File: config.mk
export PLATFORM = sky130hd
export DESIGN_NAME = addr_reg_gate
export DESIGN_NICKNAME = d
export VERILOG_FILES = /design/src/rtl/addr_reg_pkg.sv /design/src/rtl/addr_ctl_decode.sv /design/src/rtl/addr_reg_core.sv /design/src/rtl/addr_reg_gate.sv
export SDC_FILE = /design/constraint.sdc
export NUM_CORES = 1
export LEC_CHECK = 0
export CAP_MARGIN = 5
export CORE_ASPECT_RATIO = 1.4
export CORE_UTILIZATION = 35
export DETAILED_ROUTE_END_ITERATION = 6
export PLACE_DENSITY = 0.85
export SETUP_SLACK_MARGIN = 0.15
export SLEW_MARGIN = 40
export SYNTH_ARGS = -nofsm -noshare
export SYNTH_HDL_FRONTEND = slang
export SYNTH_SLANG_ARGS = --single-unit
File: constraint.sdc
create_clock -name clk -period 3.7 [get_ports clk]
set_input_delay 1.11 -clock clk [delete_from_list [all_inputs] [get_ports clk]]
set_output_delay 1.11 -clock clk [all_outputs]
set_load 0.03 [all_outputs]
File: src/rtl/addr_reg_pkg.sv
package addr_reg_pkg;

  // Which source feeds a load
  typedef enum logic [1:0] {
    SRC_NONE = 2'd0,
    SRC_PC   = 2'd1,
    SRC_IR   = 2'd2,
    SRC_MEM  = 2'd3
  } ar_src_e;

  // The single action the register takes in a cycle
  typedef enum logic [1:0] {
    ACT_HOLD  = 2'd0,
    ACT_CLEAR = 2'd1,
    ACT_LOAD  = 2'd2,
    ACT_BUMP  = 2'd3
  } ar_act_e;

  // Resolve the strobes into one action: clear, then load, then increment
  function automatic ar_act_e pick_action(input logic clr, input logic ld, input logic inc);
    if (clr)      return ACT_CLEAR;
    else if (ld)  return ACT_LOAD;
    else if (inc) return ACT_BUMP;
    else          return ACT_HOLD;
  endfunction

endpackage

File: src/rtl/addr_ctl_decode.sv
module addr_ctl_decode
  import addr_reg_pkg::*;
#(
  parameter int unsigned NUM_T    = 8,
  parameter int unsigned NUM_D    = 8,
  parameter int unsigned T_FETCH  = 0,
  parameter int unsigned T_DECODE = 2,
  parameter int unsigned T_INDIR  = 3,
  parameter int unsigned T_EXEC   = 4,
  parameter int unsigned D_REGREF = 7,
  parameter int unsigned D_BUMP   = 5
) (
  input  logic [NUM_T-1:0] t_slot,
  input  logic [NUM_D-1:0] op_dec,
  input  logic             ind_bit,
  input  logic             intr_cyc,
  output logic             ld_o,
  output logic             inc_o,
  output logic             clr_o,
  output ar_src_e          src_o
);

  // Named product terms, each one a separate event
  logic term_fetch;
  logic term_decode;
  logic term_indir;
  logic term_intr;
  logic term_bump;

  assign term_fetch  = !intr_cyc && t_slot[T_FETCH];
  assign term_decode = !intr_cyc && t_slot[T_DECODE];
  assign term_indir  = !op_dec[D_REGREF] && ind_bit && t_slot[T_INDIR];
  assign term_intr   = intr_cyc && t_slot[T_FETCH];
  assign term_bump   = op_dec[D_BUMP] && t_slot[T_EXEC];

  // Sum of products for the three strobes
  assign ld_o  = term_fetch | term_decode | term_indir;
  assign clr_o = term_intr;
  assign inc_o = term_bump;

  // Fixed source order: program counter, then instruction field, then memory word
  always_comb begin
    if (term_fetch)       src_o = SRC_PC;
    else if (term_decode) src_o = SRC_IR;
    else if (term_indir)  src_o = SRC_MEM;
    else                  src_o = SRC_NONE;
  end

endmodule

File: src/rtl/addr_reg_core.sv
module addr_reg_core
  import addr_reg_pkg::*;
#(
  parameter int unsigned AR_W   = 12,
  parameter int unsigned DATA_W = 16
) (
  input  logic              clk,
  input  logic              rst,
  input  logic              ld,
  input  logic              inc,
  input  logic              clr,
  input  ar_src_e           src,
  input  logic [AR_W-1:0]   pc_val,
  input  logic [DATA_W-1:0] ir_word,
  input  logic [DATA_W-1:0] mem_word,
  output logic [AR_W-1:0]   ar_q
);

  localparam logic [AR_W-1:0] AR_ZERO = '0;
  localparam logic [AR_W-1:0] AR_ONE  = {{(AR_W-1){1'b0}}, 1'b1};

  // Add one in a fixed width, so the top value wraps to zero
  function automatic logic [AR_W-1:0] f_bump(input logic [AR_W-1:0] v);
    return v + AR_ONE;
  endfunction

  logic [AR_W-1:0] ir_field;
  logic [AR_W-1:0] mem_field;

  // Fit the address field of a data word to the register width
  generate
    if (DATA_W >= AR_W) begin : g_slice
      assign ir_field  = ir_word[AR_W-1:0];
      assign mem_field = mem_word[AR_W-1:0];
    end else begin : g_extend
      assign ir_field  = {{(AR_W-DATA_W){1'b0}}, ir_word};
      assign mem_field = {{(AR_W-DATA_W){1'b0}}, mem_word};
    end
  endgenerate

  logic [AR_W-1:0] load_val;
  always_comb begin
    unique case (src)
      SRC_PC:  load_val = pc_val;
      SRC_IR:  load_val = ir_field;
      SRC_MEM: load_val = mem_field;
      default: load_val = AR_ZERO;
    endcase
  end

  ar_act_e act;
  assign act = pick_action(clr, ld, inc);

  // Per-cycle events, brought out for the assertions
  logic ev_clear, ev_load, ev_bump, ev_hold;
  assign ev_clear = (act == ACT_CLEAR);
  assign ev_load  = (act == ACT_LOAD);
  assign ev_bump  = (act == ACT_BUMP);
  assign ev_hold  = (act == ACT_HOLD);

  always_ff @(posedge clk) begin
    if (rst) begin
      ar_q <= AR_ZERO;
    end else begin
      unique case (act)
        ACT_CLEAR: ar_q <= AR_ZERO;
        ACT_LOAD:  ar_q <= load_val;
        ACT_BUMP:  ar_q <= f_bump(ar_q);
        default:   ar_q <= ar_q;
      endcase
    end
  end

  AST_ONE_ACTION: assert property (@(posedge clk) disable iff (rst)
    $countones({ev_clear, ev_load, ev_bump, ev_hold}) == 1);

  AST_CLEAR_ZERO: assert property (@(posedge clk) disable iff (rst)
    ev_clear |=> ar_q == AR_ZERO);

  AST_LOAD_TAKES: assert property (@(posedge clk) disable iff (rst)
    ev_load |=> ar_q == $past(load_val));

  AST_BUMP_WRAP: assert property (@(posedge clk) disable iff (rst)
    ev_bump |=> ar_q == f_bump($past(ar_q)));

  AST_IDLE_HOLD: assert property (@(posedge clk) disable iff (rst)
    ev_hold |=> $stable(ar_q));

endmodule

File: src/rtl/addr_reg_gate.sv
module addr_reg_gate
  import addr_reg_pkg::*;
#(
  parameter int unsigned AR_W   = 12,
  parameter int unsigned DATA_W = 16,
  parameter int unsigned NUM_T  = 8,
  parameter int unsigned NUM_D  = 8
) (
  input  logic              clk,
  input  logic              rst,
  input  logic [NUM_T-1:0]  t_slot,
  input  logic [NUM_D-1:0]  op_dec,
  input  logic              ind_bit,
  input  logic              intr_cyc,
  input  logic [AR_W-1:0]   pc_in,
  input  logic [DATA_W-1:0] ir_in,
  input  logic [DATA_W-1:0] mem_in,
  output logic [AR_W-1:0]   ar_q,
  output logic              ld_o,
  output logic              inc_o,
  output logic              clr_o
);

  ar_src_e src_sel;

  addr_ctl_decode #(
    .NUM_T (NUM_T),
    .NUM_D (NUM_D)
  ) u_decode (
    .t_slot   (t_slot),
    .op_dec   (op_dec),
    .ind_bit  (ind_bit),
    .intr_cyc (intr_cyc),
    .ld_o     (ld_o),
    .inc_o    (inc_o),
    .clr_o    (clr_o),
    .src_o    (src_sel)
  );

  addr_reg_core #(
    .AR_W   (AR_W),
    .DATA_W (DATA_W)
  ) u_core (
    .clk      (clk),
    .rst      (rst),
    .ld       (ld_o),
    .inc      (inc_o),
    .clr      (clr_o),
    .src      (src_sel),
    .pc_val   (pc_in),
    .ir_word  (ir_in),
    .mem_word (mem_in),
    .ar_q     (ar_q)
  );

  AST_FETCH_PC: assert property (@(posedge clk) disable iff (rst)
    (!intr_cyc && t_slot[0]) |=> ar_q == $past(pc_in));

  AST_CLEAR_BEATS_LOAD: assert property (@(posedge clk) disable iff (rst)
    (clr_o && ld_o) |=> ar_q == '0);

  AST_STROBE_SRC: assert property (@(posedge clk) disable iff (rst)
    ld_o |-> src_sel != SRC_NONE);

endmodule

-- Yosys cells after proc, flatten, opt, wreduce, memory -nomap -nowiden
Cells that the tools add are included.
- multiplexer cells: 8
- add/sub/neg operators: 1
- reduce and logical (&&, ||, !) cells: 9
- bitwise operators: 2
- eq/ne operators: 6
- operator list (kind ; number):
    $pmux 12 s3 ; 2
    $add 12x1->12 const B ; 1
    $mux 2 ; 6
    $eq 2x2->1 const B ; 4
    $logic_and 1x1->1 ; 6
    $eq 2x1->1 const B ; 2
    $reduce_bool 3->1 ; 1
    $logic_not 1->1 ; 2
    $or 1x1->1 ; 2
- register bits: 12
- logic and storage cells: 27
- bits of input ports: 64

-- Longest topological paths before layout
- depth in word-level cells: 9
- mapped depth: 7
- mapped depth without buffers: 6

-- By module
From an unflattened synthesis, not the netlist that was laid out.
- cells, all modules: 102
- area total of the unflattened synthesis: 922.1 um^2
- by module, submodules not included (module ; instances ; seq. area each (um^2) ; area each (um^2) ; cells each):
    addr_reg_core ; 1 ; 240.2 ; 849.6 ; 92
    addr_ctl_decode ; 1 ; 0.0 ; 72.6 ; 10

-- Least setup slack after synthesis
No wires, ideal clock.
- path kind: input to output
- start point: in t_slot[0]
- end point: out ld_o
- required time: 2.590 ns
- data arrival time: 1.635 ns
- path buffers: 1
- path slack: 0.955 ns
- cell stages on the path: 3
- path through: buf_4 o21bai_4 nand2_1
- word-level cells in the longest chain between the ends: 3
- ends and longest elaborated chain (what ; RTL line ; RTL):
    from (decl) ; addr_reg_gate.sv:11 ; input logic [NUM_T-1:0] t_slot,
    $logic_and 1x1->1 ; addr_ctl_decode.sv:30 ; assign term_fetch = !intr_cyc && t_slot[T_FETCH];
    $or 1x1->1 (2 in series) ; addr_ctl_decode.sv:37 ; assign ld_o = term_fetch | term_decode | term_indir;
    to (decl) ; addr_reg_gate.sv:19 ; output logic ld_o,
Every way passes these cells.

-- Worst setup path after layout
Same ends and word-level chain as after synthesis.

==> summary.txt <==
Logic synthesis
  • Synth Register Bits: 12
  • Top post-synthesis cells by count: nor2_1, a22oi_1, dfxtp_1, a21oi_1, nand3_1
  • Syn. warnings: 0
  • Post-synth net total: 184
  • Ys async rst share: 0%
  • Syn Area/Cell: 8.212 sq um
  • Area leader, netlist: dfxtp_1
  • Synth cell types: 36
  • Register area share after synthesis: 24.58%
  • Area share of the largest cell type after synthesis: 24.58%
  • Syn Inst Count: 119
  • Netlist Area Pre-Place: 977.2 sq um
  • Post-synth EDFFs: 0
  • Top-count cell post-synth: nor2_1
  • Top FF cell, synth: dfxtp_1
  • Synth area leaders: dfxtp_1, a22oi_1, nor2_1

Finish
  • Layout cells sized above 1: 8.380%
  • Fillers: 241
  • Largest reg by FF count: u_core.ar_q
  • Max FFs per register: 12
  • Ant. Diodes: 0
  • Seq. cell area: 240.2 sq um
  • Layout Nets: 245
  • Largest registers: u_core.ar_q: 12 flops
  • Non-filler instance count after layout: 215
  • Final Util: 61.55%
  • Multi-input combinational cell area: 685.7 sq um
  • P&R area growth vs syn: 66.45%

CTS
  • Clock tree buffer depth: 2
  • CTS sink count: 12
  • Clock-pin transition on the worst setup and hold timing paths: 0.08 ns
  • Hold Buf Count CTS: 0
  • TritonCTS Buffers: 3
  • CTS H-Tree Depth: 1
  • Post-CTS setup buffer count: 0
  • Root buf cell: clkbuf_4
  • Clock Latency Late Sink: 0.29 ns
  • Post-CTS Resized: 0
  • CTS tree: built

Pwr
  • Worst vdd ir: 0.1956 mV
  • Leakage: 0.5748 nW
  • Power Density: 233.8 nW/um^2
  • Final Total Pwr: 0.3803 mW

STA
  • Setup violations, final: 0
  • Fin. Hold Viols: 0
  • Fin crit period: 3.324 ns
  • Final period util: 89.83%
  • Final Max Tran Viols: 0
  • Worst setup margin: 0.3764 ns
  • Worst-Margin Slew: 0.5688 ns
  • Slew margin rel.: 62.00%
  • Clock Skew: 0.006699 ns
  • Fmax: 0.3009 GHz
  • Setup tns final: 0 ns
  • RSZ-0062 raised after global routing: no

Global route
  • Largest net degree at the start of global routing: 14
  • Vias in the first global route: 1,120
  • Tot GR Track Use: 21.18%
  • Initial antenna violation count: 0
  • Remaining Overflow, GRT: 0
  • First-pass GRT wire length: 4629 microns

Floorplanning
  • Std-Cell Rows: 22
  • Core Footprint: 2643 sq um
  • Die Width: 46.66 microns
  • Full die area: 3010 sq um
  • I/O pins: 79
  • Initial core utilization: 36.98%
  • Die Ht: 64.52 microns

Min path
  • Hold Path End: u_core.ar_q[11]$_SDFFE_PP0P_
  • HP Start: u_core.ar_q[11]$_SDFFE_PP0P_
  • Worst Hold Class: flop to flop
  • Worst hold path cell count: 2

Detailed routing
  • Initial DRC Count: 37
  • Routed vias: 1,217
  • ANT nets after route: 0
  • Pre-antenna DRT Iters: 6
  • Vias per inst: 5.660
  • DRC: 0
  • DRT Wirelength: 3165 microns
  • Wirelength per Cell: 14.72 microns

Critical path
  • Critical Path Start Type: input pin
  • Reg-to-reg endpoint: u_core.ar_q[8]$_SDFFE_PP0P_
  • Worst path cell trace: clkdlybuf4s50_1 -> o21bai_4 -> nand2_1 -> buf_4
  • R2R Setup Slk: 2.11 ns
  • Crit-path max FO: 6
  • Worst flop-to-flop path startpoint: u_core.ar_q[0]$_SDFFE_PP0P_
  • Critical path arrival: 2.21 ns
  • CP max stage cell: clkdlybuf4s50_1
  • Crit. End Element: primary output
  • R2R depth: 6
  • CP max stage delay: 0.57 ns
  • Worst EP required: 2.59 ns
  • WS Path Type: input pin to primary output

Place
  • RePlAce Congestion: 0.9236
  • DP Cell Count: 211
  • Worst slack at placement: 0.3942 ns
  • IO Port Bufs: 60
  • Hpwl dp: 2542 microns

Run status
  • Status: complete, no violations

Job
  • Max-cap violations: 0
[critical path, delay by kind of cell]
family,cells,cell delay (ns)
buf+inv,2,0.75
compound gates,1,0.25
simple gates,1,0.11
[worst max path at each step]
stage,to,start,slack (ns),cells after the start
detailed placement,ld_o,t_slot[0],0.39,4
finish,ld_o,t_slot[0],0.38,4
floorplan,ld_o,t_slot[0],0.96,3
CTS,ld_o,t_slot[0],0.39,4
global placement,ld_o,t_slot[0],0.41,4
global route,ld_o,t_slot[0],0.33,4
[stage by stage]
stage | hold WS [ns] | instance area [sq um]
3_5_place_dp | 0.5575 | 1590
3_3_place_gp | 0.5417 | 1590
2_1_floorplan | 0.7079 | 977.2
5_1_grt | 0.6323 | 1627
6_report | 0.5984 | 1627
4_1_cts | 0.5915 | 1627
[cell type report]
cell class                 instances  area share, %
clock buffer                       4          2.231
inverter                           3         0.6923
multi-input combinational         98          42.15
sequential                        12          14.77
tap                               36          2.769
timing repair buffer              62          37.38
[metal layers]
metal	share of wire [%]	global-route usage [%]	routed length, microns
met1	36	21.67	1144
met2	50	37.15	1573
met3	10	5.571	325
met4	3.8	10.71	121
met5	0	0	0
[placed cells by master, fill, tap and decap left out, types with 2 or more instances in the layout]
cell type | netlist | final
nor2_1 | 15 | 15
a22oi_1 | 14 | 14
o22ai_1 | 2 | 2
a21oi_1 | 8 | 8
nand2_1 | 4 | 4
o32ai_1 | 4 | 4
buf_4 | 2 | 5
dfxtp_1 | 12 | 12
clkdlybuf4s50_1 | 0 | 57
clkbuf_4 | 0 | 3
o2bb2ai_1 | 5 | 5
nand3_1 | 8 | 8
xnor2_1 | 6 | 6
xor2_1 | 5 | 5
o21ai_1 | 2 | 2
inv_1 | 3 | 3
a32o_1 | 5 | 5
nor2b_1 | 3 | 3
[cells by family after synthesis]
family,count (synthesis),synth area share [%]
buffers and inverters,9,5.249
DFF,12,24.58
AOI/OAI and AO/OA,44,34.19
adders and majority gates,1,1.280
xor gates and xnor gates,11,9.859
muxes,1,1.152
and+or+nand+nor,41,23.69
[power by group]
part	total (mW)	switching (mW)	internal, mW
Sequential	0.140	0.00638	0.133
Clock	0.109	0.0492	0.0601
Combinational	0.131	0.0572	0.0741
No activity file was read; power rests on OpenSTA's default activity.
